File: config.mk
export PLATFORM = sky130hd
export DESIGN_NAME = sar_seq_top
export DESIGN_NICKNAME = d
export VERILOG_FILES = /design/src/rtl/sar_seq_pkg.sv /design/src/rtl/sar_seq_dp.sv /design/src/rtl/sar_seq_ctrl.sv /design/src/rtl/sar_seq_top.sv
export SDC_FILE = /design/constraint.sdc
export NUM_CORES = 1
export LEC_CHECK = 0
export ABC_AREA = 1
export BUFFER_PORTS_ARGS = -buffer_cell sky130_fd_sc_hd__buf_2
export CORE_MARGIN = 2
export CORE_UTILIZATION = 56
export CTS_BUF_LIST = sky130_fd_sc_hd__clkbuf_8
export DETAILED_ROUTE_END_ITERATION = 16
export PLACE_DENSITY = 0.78
export SKIP_CTS_REPAIR_TIMING = 1
export SLEW_MARGIN = 10
export SYNTH_ARGS = -nofsm -noshare
export SYNTH_HDL_FRONTEND = slang
export SYNTH_SLANG_ARGS = --single-unit
File: constraint.sdc
create_clock -name clk -period 1.8 [get_ports clk]
set_input_delay 0.36 -clock clk [delete_from_list [all_inputs] [get_ports clk]]
set_output_delay 0.36 -clock clk [all_outputs]
set_load 0.02 [all_outputs]
File: src/rtl/sar_seq_pkg.sv
package sar_seq_pkg;

  typedef enum logic [1:0] {
    ST_IDLE,
    ST_SAMPLE,
    ST_CONV
  } seq_state_t;

  // strobes from control to datapath
  typedef struct packed {
    logic loadSample;  // prepare a fresh search at the MSB
    logic stepBit;     // resolve the current trial bit
    logic storeRes;    // write the resolved code to the channel bank
  } dp_strobe_t;

endpackage

File: src/rtl/sar_seq_dp.sv
module sar_seq_dp
  import sar_seq_pkg::*;
#(
  parameter int RES_W  = 10,
  parameter int NUM_CH = 4,
  localparam int CH_W  = (NUM_CH > 1) ? $clog2(NUM_CH) : 1,
  localparam int PTR_W = (RES_W > 1) ? $clog2(RES_W) : 1
) (
  input  logic             clk,
  input  logic             rstN,
  input  dp_strobe_t       strobe,
  input  logic             compIn,
  input  logic [CH_W-1:0]  storeCh,
  input  logic [CH_W-1:0]  rdSel,
  output logic [RES_W-1:0] dacCode,
  output logic             lastBit,
  output logic [RES_W-1:0] rdData
);

  logic [RES_W-1:0] sarAcc;
  logic [PTR_W-1:0] bitPtr;
  logic [RES_W-1:0] trialMask;
  logic [RES_W-1:0] decided;
  logic [RES_W-1:0] bank [NUM_CH];

  assign trialMask = RES_W'(1) << bitPtr;
  assign dacCode   = sarAcc | trialMask;
  assign decided   = compIn ? dacCode : sarAcc;
  assign lastBit   = (bitPtr == '0);

  always_ff @(posedge clk or negedge rstN) begin
    if (!rstN) begin
      sarAcc <= '0;
      bitPtr <= PTR_W'(RES_W - 1);
    end else if (strobe.loadSample) begin
      sarAcc <= '0;
      bitPtr <= PTR_W'(RES_W - 1);
    end else if (strobe.stepBit) begin
      sarAcc <= decided;
      if (bitPtr != '0) bitPtr <= bitPtr - 1'b1;
    end
  end

  for (genvar g = 0; g < NUM_CH; g++) begin : g_bank
    always_ff @(posedge clk or negedge rstN) begin
      if (!rstN) begin
        bank[g] <= '0;
      end else if (strobe.storeRes && (storeCh == CH_W'(g))) begin
        bank[g] <= decided;
      end
    end
  end

  assign rdData = bank[rdSel];

endmodule

File: src/rtl/sar_seq_ctrl.sv
module sar_seq_ctrl
  import sar_seq_pkg::*;
#(
  parameter int NUM_CH = 4,
  localparam int CH_W  = (NUM_CH > 1) ? $clog2(NUM_CH) : 1
) (
  input  logic            clk,
  input  logic            rstN,
  input  logic            ctrlWr,
  input  logic            wrStart,
  input  logic            wrScan,
  input  logic [CH_W-1:0] wrCh,
  input  logic            wrIntEn,
  input  logic            wrDone,
  input  logic            extTrig,
  input  logic            lastBit,
  output dp_strobe_t      strobe,
  output logic [CH_W-1:0] convCh,
  output logic            startBit,
  output logic            scanMode,
  output logic [CH_W-1:0] chSel,
  output logic            intEn,
  output logic            doneFlag,
  output logic            busy,
  output logic            sampleEn,
  output logic            eocPulse
);

  seq_state_t state, stNext;
  logic groupEnd;
  logic selfClear;

  always_comb begin
    stNext    = state;
    strobe    = '0;
    groupEnd  = 1'b0;
    selfClear = 1'b0;
    unique case (state)
      ST_IDLE: begin
        if (startBit) stNext = ST_SAMPLE;
      end
      ST_SAMPLE: begin
        if (!startBit) begin
          stNext = ST_IDLE;
        end else begin
          strobe.loadSample = 1'b1;
          stNext = ST_CONV;
        end
      end
      ST_CONV: begin
        if (!startBit) begin
          stNext = ST_IDLE;
        end else begin
          strobe.stepBit = 1'b1;
          if (lastBit) begin
            strobe.storeRes = 1'b1;
            if (!scanMode) begin
              groupEnd  = 1'b1;
              selfClear = 1'b1;
              stNext    = ST_IDLE;
            end else begin
              groupEnd = (convCh == chSel);
              stNext   = ST_SAMPLE;
            end
          end
        end
      end
      default: stNext = ST_IDLE;
    endcase
  end

  always_ff @(posedge clk or negedge rstN) begin
    if (!rstN) begin
      state <= ST_IDLE;
    end else begin
      state <= stNext;
    end
  end

  // channel pointer
  always_ff @(posedge clk or negedge rstN) begin
    if (!rstN) begin
      convCh <= '0;
    end else if (state == ST_IDLE && startBit) begin
      convCh <= scanMode ? '0 : chSel;
    end else if (strobe.storeRes && scanMode) begin
      convCh <= groupEnd ? '0 : convCh + 1'b1;
    end
  end

  // control register fields
  always_ff @(posedge clk or negedge rstN) begin
    if (!rstN) begin
      startBit <= 1'b0;
      scanMode <= 1'b0;
      chSel    <= '0;
      intEn    <= 1'b0;
    end else begin
      if (ctrlWr) begin
        startBit <= wrStart;
        intEn    <= wrIntEn;
        if (!startBit) begin
          scanMode <= wrScan;
          chSel    <= wrCh;
        end
      end else if (selfClear) begin
        startBit <= 1'b0;
      end
      if (extTrig) startBit <= 1'b1;
    end
  end

  always_ff @(posedge clk or negedge rstN) begin
    if (!rstN) begin
      doneFlag <= 1'b0;
    end else if (groupEnd) begin
      doneFlag <= 1'b1;
    end else if (ctrlWr && !wrDone) begin
      doneFlag <= 1'b0;
    end
  end

  always_ff @(posedge clk or negedge rstN) begin
    if (!rstN) begin
      eocPulse <= 1'b0;
    end else begin
      eocPulse <= strobe.storeRes;
    end
  end

  assign busy     = (state != ST_IDLE);
  assign sampleEn = (state == ST_SAMPLE);

endmodule

File: src/rtl/sar_seq_top.sv
module sar_seq_top
  import sar_seq_pkg::*;
#(
  parameter int RES_W  = 10,
  parameter int NUM_CH = 4,
  localparam int CH_W  = (NUM_CH > 1) ? $clog2(NUM_CH) : 1
) (
  input  logic             clk,
  input  logic             rstN,
  input  logic             ctrlWr,
  input  logic             wrStart,
  input  logic             wrScan,
  input  logic [CH_W-1:0]  wrCh,
  input  logic             wrIntEn,
  input  logic             wrDone,
  input  logic             extTrig,
  input  logic             compIn,
  input  logic [CH_W-1:0]  rdSel,
  output logic [RES_W-1:0] rdData,
  output logic [RES_W-1:0] dacCode,
  output logic             sampleEn,
  output logic [CH_W-1:0]  convCh,
  output logic             startBit,
  output logic             scanMode,
  output logic [CH_W-1:0]  chSel,
  output logic             doneFlag,
  output logic             irq,
  output logic             busy,
  output logic             eocPulse
);

  dp_strobe_t strobe;
  logic lastBit;
  logic intEn;

  sar_seq_ctrl #(.NUM_CH(NUM_CH)) ctrl_i (
    .clk      (clk),
    .rstN     (rstN),
    .ctrlWr   (ctrlWr),
    .wrStart  (wrStart),
    .wrScan   (wrScan),
    .wrCh     (wrCh),
    .wrIntEn  (wrIntEn),
    .wrDone   (wrDone),
    .extTrig  (extTrig),
    .lastBit  (lastBit),
    .strobe   (strobe),
    .convCh   (convCh),
    .startBit (startBit),
    .scanMode (scanMode),
    .chSel    (chSel),
    .intEn    (intEn),
    .doneFlag (doneFlag),
    .busy     (busy),
    .sampleEn (sampleEn),
    .eocPulse (eocPulse)
  );

  sar_seq_dp #(.RES_W(RES_W), .NUM_CH(NUM_CH)) dp_i (
    .clk     (clk),
    .rstN    (rstN),
    .strobe  (strobe),
    .compIn  (compIn),
    .storeCh (convCh),
    .rdSel   (rdSel),
    .dacCode (dacCode),
    .lastBit (lastBit),
    .rdData  (rdData)
  );

  assign irq = doneFlag & intEn;

endmodule

==> key figures, run 1 <==
Run
  – Max-cap violation count: 0

Route
  – Routed length per instance: 15.1 µm
  – Total Wirelength: 7280 µm
  – DR pass1 iterations: 5
  – DR iter-0 viols: 215
  – Final ANT Viol Nets: 0
  – Drt drc: 0
  – Via/cell ratio: 5.63
  – Routed vias: 2,719

CTS
  – CTS Buffer Depth: 2
  – CTS Buf Count: 9
  – Root buffer cell: clkbuf_8
  – H-tree Lvls: 3
  – Clock sinks: 65
  – Worst-skew pair later-pin latency: 0.35 ns
  – TritonCTS clock tree: done
  – Clock-pin slew on the worst setup and hold paths: 0.07 ns

Logic synthesis
  – Synth area leaders: dfrtp_1 (51%), nand2_1 (8.9%), o21ai_1 (7.5%)
  – #FFs+latches synth: 65
  – Seq/Total Area, Yosys: 0.530
  – Most instantiated library cell after synthesis: nand2_1
  – Asr flop ratio synth: 1.00
  – Count of flip-flops with a built-in enable after synthesis: 0
  – Syn. warnings: 0
  – Cell Area, Synth: 3080 µm²
  – Post-synthesis cell count: 359
  – Share of Yosys cell area claimed by the top area cell type: 0.513
  – Area leader, netlist: dfrtp_1
  – Most used flip-flop cell after synthesis: dfrtp_1
  – Commonest cells post-synth: nand2_1 (73), dfrtp_1 (63), o21ai_1 (46), nor2_1 (37), inv_1 (34)
  – Synthesized net count: 381
  – Avg Cell Area, Syn: 8.57 µm²
  – Distinct cell type count after synthesis: 22

Finish
  – ANT cells: 0
  – Nets: 430
  – Finished Core Util: 0.719
  – Layout area overhead: 21.7%
  – Layout cell share with drive strength beyond 1: 0.223

GRT
  – First-pass GRT wire length: 12,200 µm
  – Pin count of the biggest net entering global routing: 52
  – GRT overflow: 0
  – Total GRT Usage: 0.258
  – Initial antenna violation count: 0
  – Vias in the first global route: 2,585

Power and ir drop
  – Lkg Pwr: 1.90 nW
  – Pwr dens: 1520 nW/µm²
  – VDD IR max: 0.978 mV

Floorplan
  – Row count: 26
  – Die ar.: 6100 µm²
  – Core Box Area: 5200 µm²
  – Starting density of the core: 0.591
  – Chip width: 78.1 µm
  – Die Y: 78.1 µm
  – # IOs: 44

STA
  – Post-layout min period: 1.92 ns
  – Fin. max-slew vios: 0
  – Worst rel slew slack: 0.461
  – Highest Clock Rate: 522 MHz
  – Setup violations, final: 9
  – Final worst slack: -0.116 ns
  – Hold Fails Final Rpt: 0
  – Final TNS setup: -0.559 ns
  – Tcrit/Tclk final: 1.06
  – Least-Margin Pin Slew: 0.800 ns
  – Layout Skew: 0.00563 ns
  – Unrepaired setup endpoints after global routing: yes

Setup path
  – RR Startpoint: dp_i.bitPtr[0]
  – Largest stage delay on the critical path: 0.59 ns
  – Kind of critical path: flip-flop to output port
  – Critical-path cell list: inv_4, ha_4, nand2_4, nand2_1, buf_2
  – Critical Path Fanout Max: 5
  – Startpoint class of the critical path: flip-flop
  – CP required: 1.44 ns
  – CP endpoint kind: output port
  – CP Launch Point: dp_i.bitPtr[0]
  – Slowest CP cell: dfstp_2
  – CP arrival: 1.56 ns

Min path
  – Hold Startpoint: extTrig
  – Hold Crit Class: input pin to flip-flop

Status
  – Outcome: complete, but fails checks
  – Failing checks: setup timing

Placed design
  – Final HPWL DP: 4800 µm
  – GPL Wtd Cong: 0.812
  – Port Buf Inserts: 43
cell usage in the layout (no fill, tap or decap):
| cell | instances |
|---|---|
| ha_1 | 5 |
| dfrtp_1 | 63 |
| o21ai_0 | 26 |
| inv_1 | 34 |
| dfstp_2 | 2 |
| o22ai_1 | 21 |
| o21ai_2 | 4 |
| bufinv_16 | 2 |
| dlygate4sd3_1 | 1 |
| nand2_1 | 69 |
| nor2_8 | 1 |
| nor2_2 | 1 |
| buf_6 | 6 |
| nand3_1 | 10 |
| nor2_4 | 1 |
| inv_2 | 2 |
| ha_2 | 2 |
| clkbuf_8 | 11 |
| nor2_1 | 37 |
| nand3_4 | 1 |
| buf_12 | 4 |
| nand4_1 | 1 |
| ha_4 | 2 |
| nand2_2 | 8 |
| a31oi_1 | 2 |
| o21ai_1 | 45 |
| inv_4 | 2 |
| a21oi_1 | 7 |
| buf_2 | 35 |
| nand2_4 | 1 |
| buf_4 | 7 |
power breakdown:
part | internal (mW) | leakage (nW) | total [mW] | switching (mW)
sequential | 1.92 | 0.688 | 2.25 | 0.337
clock | 0.841 | 0.123 | 1.39 | 0.549
combinational | 0.760 | 1.09 | 2.05 | 1.29
total | 3.52 | 1.90 | 5.69 | 2.17
metrics by stage:
| step | instances | hold slack, ns | power, mW | area, µm² | setup WS [ns] |
|---|---|---|---|---|---|
| global route | 483 | 0.227 | 6.07 | 3740 | -0.172 |
| global placement | 465 | 0.294 | 3.98 | 3400 | 0.144 |
| floorplan | 359 | 0.0644 | 3.50 | 3080 | 0.0270 |
| finish | 483 | 0.212 | 5.69 | 3740 | -0.116 |
| CTS | 481 | -0.0717 | 5.46 | 3620 | -0.265 |
| detailed placement | 465 | 0.302 | 4.05 | 3400 | 0.0832 |
state kept, by name, indices dropped and copies added, names as in the netlist:
signal / cells
ctrl_i.doneFlag: 1
dp_i.sarAcc: 10
ctrl_i.intEn: 1
ctrl_i.startBit: 1
ctrl_i.chSel: 2
dp_i.bank: 40
ctrl_i.eocPulse: 1
ctrl_i.convCh: 2
ctrl_i.state: 2
dp_i.bitPtr: 4
ctrl_i.scanMode: 1
worst paths after layout:
path	end	slack, ns	depth (start not counted)
setup / recovery	dacCode[0]	-0.12	5
hold / removal	ctrl_i.startBit	0.21	3
setup reg to reg	dp_i.bitPtr[2]	0.14	8
hold reg to reg	ctrl_i.intEn	0.48	2
max in group asynchronous	dp_i.bitPtr[3]	0.69	3
min in group asynchronous	dp_i.bank[4]	0.46	2
kinds of logic (layout without fill, tap and decap cells):
kind of cell               count (synthesis)  in the layout  synth area share
and+or+nand+nor                          130            130             0.181
adders and majority gates                  9              9            0.0366
AOI/OAI and AO/OA                        105            105             0.180
DFF                                       65             65             0.530
buffers and inverters                     50            104            0.0728
final cells by class:
class / count / area (µm²)
tap: 70 / 87.6
fill: 391 / 1460
clock inverter: 5 / 71.3
multi-input combinational: 244 / 1280
sequential: 65 / 1630
timing repair buffer: 53 / 385
clock buffer: 11 / 151
inverter: 35 / 136
layer usage:
metal | global-route usage | routed length [µm] | up-vias
met1 | 0.347 | 3170 | 1322
met2 | 0.420 | 3530 | 90
li1 | - | - | 1293
met3 | 0.0529 | 460 | 14
met5 | 0 | 0 | -
met4 | 0.0930 | 119 | 0
critical path: cells and delay by family (launching register included):
family,cells,cell delay (ns)
buffers and inverters,2,0.24
DFF,1,0.59
and+or+nand+nor,2,0.20
adders and majority gates,1,0.18
Note: power is estimated with default switching activity, not from simulation.
==> inputs of run 2 (changes only) <==
Settings changed: REMOVE_ABC_BUFFERS set to 1.
==> key figures, run 2 (synthesized netlist as in run 1, its figures left out) <==
STA
  – Worst rel slew slack: 0.500 (+0.0392)
  – Final hold slack: 0.193 ns (-0.0197 ns)
  – Final worst slack: -0.0660 ns (+0.0501 ns)
  – Hold Fails Final Rpt: 0 (unchanged)
  – Highest Clock Rate: 536 MHz (+2.7%)
  – Fin. max-slew vios: 0 (unchanged)
  – Setup violations, final: 9 (unchanged)
  – Tcrit/Tclk final: 1.04 (-0.0278)
  – Least-Margin Pin Slew: 0.742 ns (-0.0582 ns)
  – Layout Skew: 0.00462 ns (-0.00101 ns)
  – Unrepaired setup endpoints after global routing: yes
  – Post-layout min period: 1.87 ns (-0.0501 ns)

Placed design
  – Placement-stage worst setup slack: 0.106 ns (+0.0228 ns)
  – GPL Wtd Cong: 0.990 (+22%)
  – Cell total after placement: 467 (+0.43%)
  – Final HPWL DP: 4680 µm (-2.5%)
  – Port Buf Inserts: 43 (unchanged)

Setup path
  – Largest stage delay on the critical path: 0.61 ns (+0.02 ns)
  – CP arrival: 1.51 ns (-0.05 ns)
  – Kind of critical path: flip-flop to output port
  – Startpoint class of the critical path: flip-flop
  – Slowest CP cell: dfstp_2
  – Buffers & Inverters on Critical Path: 1 (-1)
  – Crit-path leading delay family: flip-flops
  – CP endpoint kind: output port
  – Critical Path Fanout Max: 4 (-1)
  – CP required: 1.44 ns (about the same)
  – Critical-path cell list: ha_4, nand2_4, o21ai_4, buf_6

Power and ir drop
  – Reg power frac: 0.378 (-0.018)
  – Pwr dens: 1530 nW/µm² (+0.58%)
  – Combinational power share: 0.368 (+0.008)
  – Sw frac: 0.382 (about the same)
  – Int Pwr: 3.72 mW (+5.8%)
  – Final Total Pwr: 6.02 mW (+5.8%)
  – Net Switching: 2.30 mW (+5.7%)
  – Clock power share: 0.254 (+0.010)
  – VDD IR max: 1.36 mV (+39%)
  – Lkg Pwr: 1.97 nW (+3.6%)

Finish
  – Most common cell after layout, fill and taps aside: nand2_1
  – Nets: 437 (+1.6%)
  – ANT cells: 0 (unchanged)
  – Finished Core Util: 0.756 (+0.0373)
  – Reg with most FFs: dp_i.bank
  – Final Non-Filler Cells: 490 (+1.4%)
  – Most frequent cells in the layout: nand2_1 (67), dfrtp_1 (61), o21ai_1 (43), nor2_1 (37), buf_2 (33)
  – Layout cell share with drive strength beyond 1: 0.260 (+0.0368)
  – Max reg flops: 40 (unchanged)
  – Top flop regs: dp_i.bank x40, dp_i.sarAcc x10, dp_i.bitPtr x4
  – Layout area overhead: 28.0%

Floorplan
  – Die ar.: 6100 µm² (unchanged)
  – Starting density of the core: 0.591 (unchanged)
  – Core Box Area: 5200 µm² (unchanged)
  – Chip width: 78.1 µm (unchanged)
  – # IOs: 44 (unchanged)
  – Die Y: 78.1 µm (unchanged)
  – Row count: 26 (unchanged)

Route
  – Total Wirelength: 7470 µm (+2.6%)
  – Final ANT Viol Nets: 0 (unchanged)
  – DR pass1 iterations: 4 (-1)
  – DR iter-0 viols: 211 (-1.9%)
  – Via/cell ratio: 5.47 (-2.9%)
  – Routed length per instance: 15.2 µm (+1.2%)
  – Drt drc: 0 (unchanged)
  – Routed vias: 2,679 (-1.5%)

GRT
  – Initial antenna violation count: 0 (unchanged)
  – Total GRT Usage: 0.239 (-0.0191)
  – Met1 Track Usage GR: 0.322 (-0.0248)
  – Gr busiest metal: met2
  – Met2 GRT Util: 0.377 (-0.0431)
  – Vias in the first global route: 2,488 (-3.8%)
  – GRT overflow: 0 (unchanged)
  – Pin count of the biggest net entering global routing: 30 (-42%)
  – Global routing usage on met3: 0.0460 (-0.00690)
  – First-pass GRT wire length: 11,200 µm (-7.8%)

Min path
  – Hold Crit Class: input pin to flip-flop

CTS
  – Worst-skew pair later-pin latency: 0.35 ns (about the same)
  – Clock-pin slew on the worst setup and hold paths: 0.07 ns (about the same)
  – H-tree Lvls: 3 (unchanged)
  – TritonCTS clock tree: done
  – Root buffer cell: clkbuf_8
  – Clock sinks: 65 (unchanged)
  – CTS Buf Count: 9 (unchanged)
  – CTS Buffer Depth: 2 (unchanged)

Status
  – Outcome: complete, but fails checks
  – Failing checks: setup timing

Run
  – Max-cap violation count: 0 (unchanged)
## run 2: final cells by class
cell class | instances | area (µm²)
Clock buffer | 10 | 138
Clock inverter | 6 | 106
Fill cell | 359 | 1270
Inverter | 35 | 139
Multi-Input combinational cell | 244 | 1370
Sequential cell | 65 | 1630
Tap cell | 70 | 87.6
Timing Repair Buffer | 60 | 470
## run 2: layer usage
| layer | vias up | routed length (µm) |
|---|---|---|
| li1 | 1296 | - |
| met1 | 1260 | 3120 |
| met2 | 111 | 3610 |
| met3 | 12 | 631 |
| met4 | 0 | 112 |
| met5 | - | 0 |
## run 2: power groups by stage
stage	Combinational (mW)	Sequential [mW]	Clock (mW)
2_1_floorplan	1.25	2.23	0
3_3_place_gp	1.75	2.23	0
3_5_place_dp	1.79	2.25	0
4_1_cts	1.82	2.23	1.53
5_1_grt	2.43	2.33	1.61
6_report	2.22	2.28	1.53
## run 2: final timing paths
kind | from | to | slack, ns | depth (start not counted)
max in group asynchronous | rstN | dp_i.bitPtr[0] | 0.72 | 3
max | dp_i.bitPtr[0] | dacCode[9] | -0.07 | 4
min | extTrig | ctrl_i.startBit | 0.19 | 3
min in group asynchronous | rstN | dp_i.bank[10] | 0.49 | 2
min reg2reg | ctrl_i.intEn | ctrl_i.intEn | 0.48 | 2
max reg2reg | dp_i.bitPtr[0] | dp_i.sarAcc[4] | 0.09 | 7
## run 2: metrics by stage
step           TNS, ns  area, µm²
2_1_floorplan        0       2980
3_3_place_gp         0       3420
3_5_place_dp         0       3420
4_1_cts          -1.38       3670
5_1_grt         -0.753       3940
6_report        -0.382       3940
## run 2: worst min-delay path: stages
cell     delay, ns
buf_2         0.08
a21oi_1       0.03
nand2_1       0.05
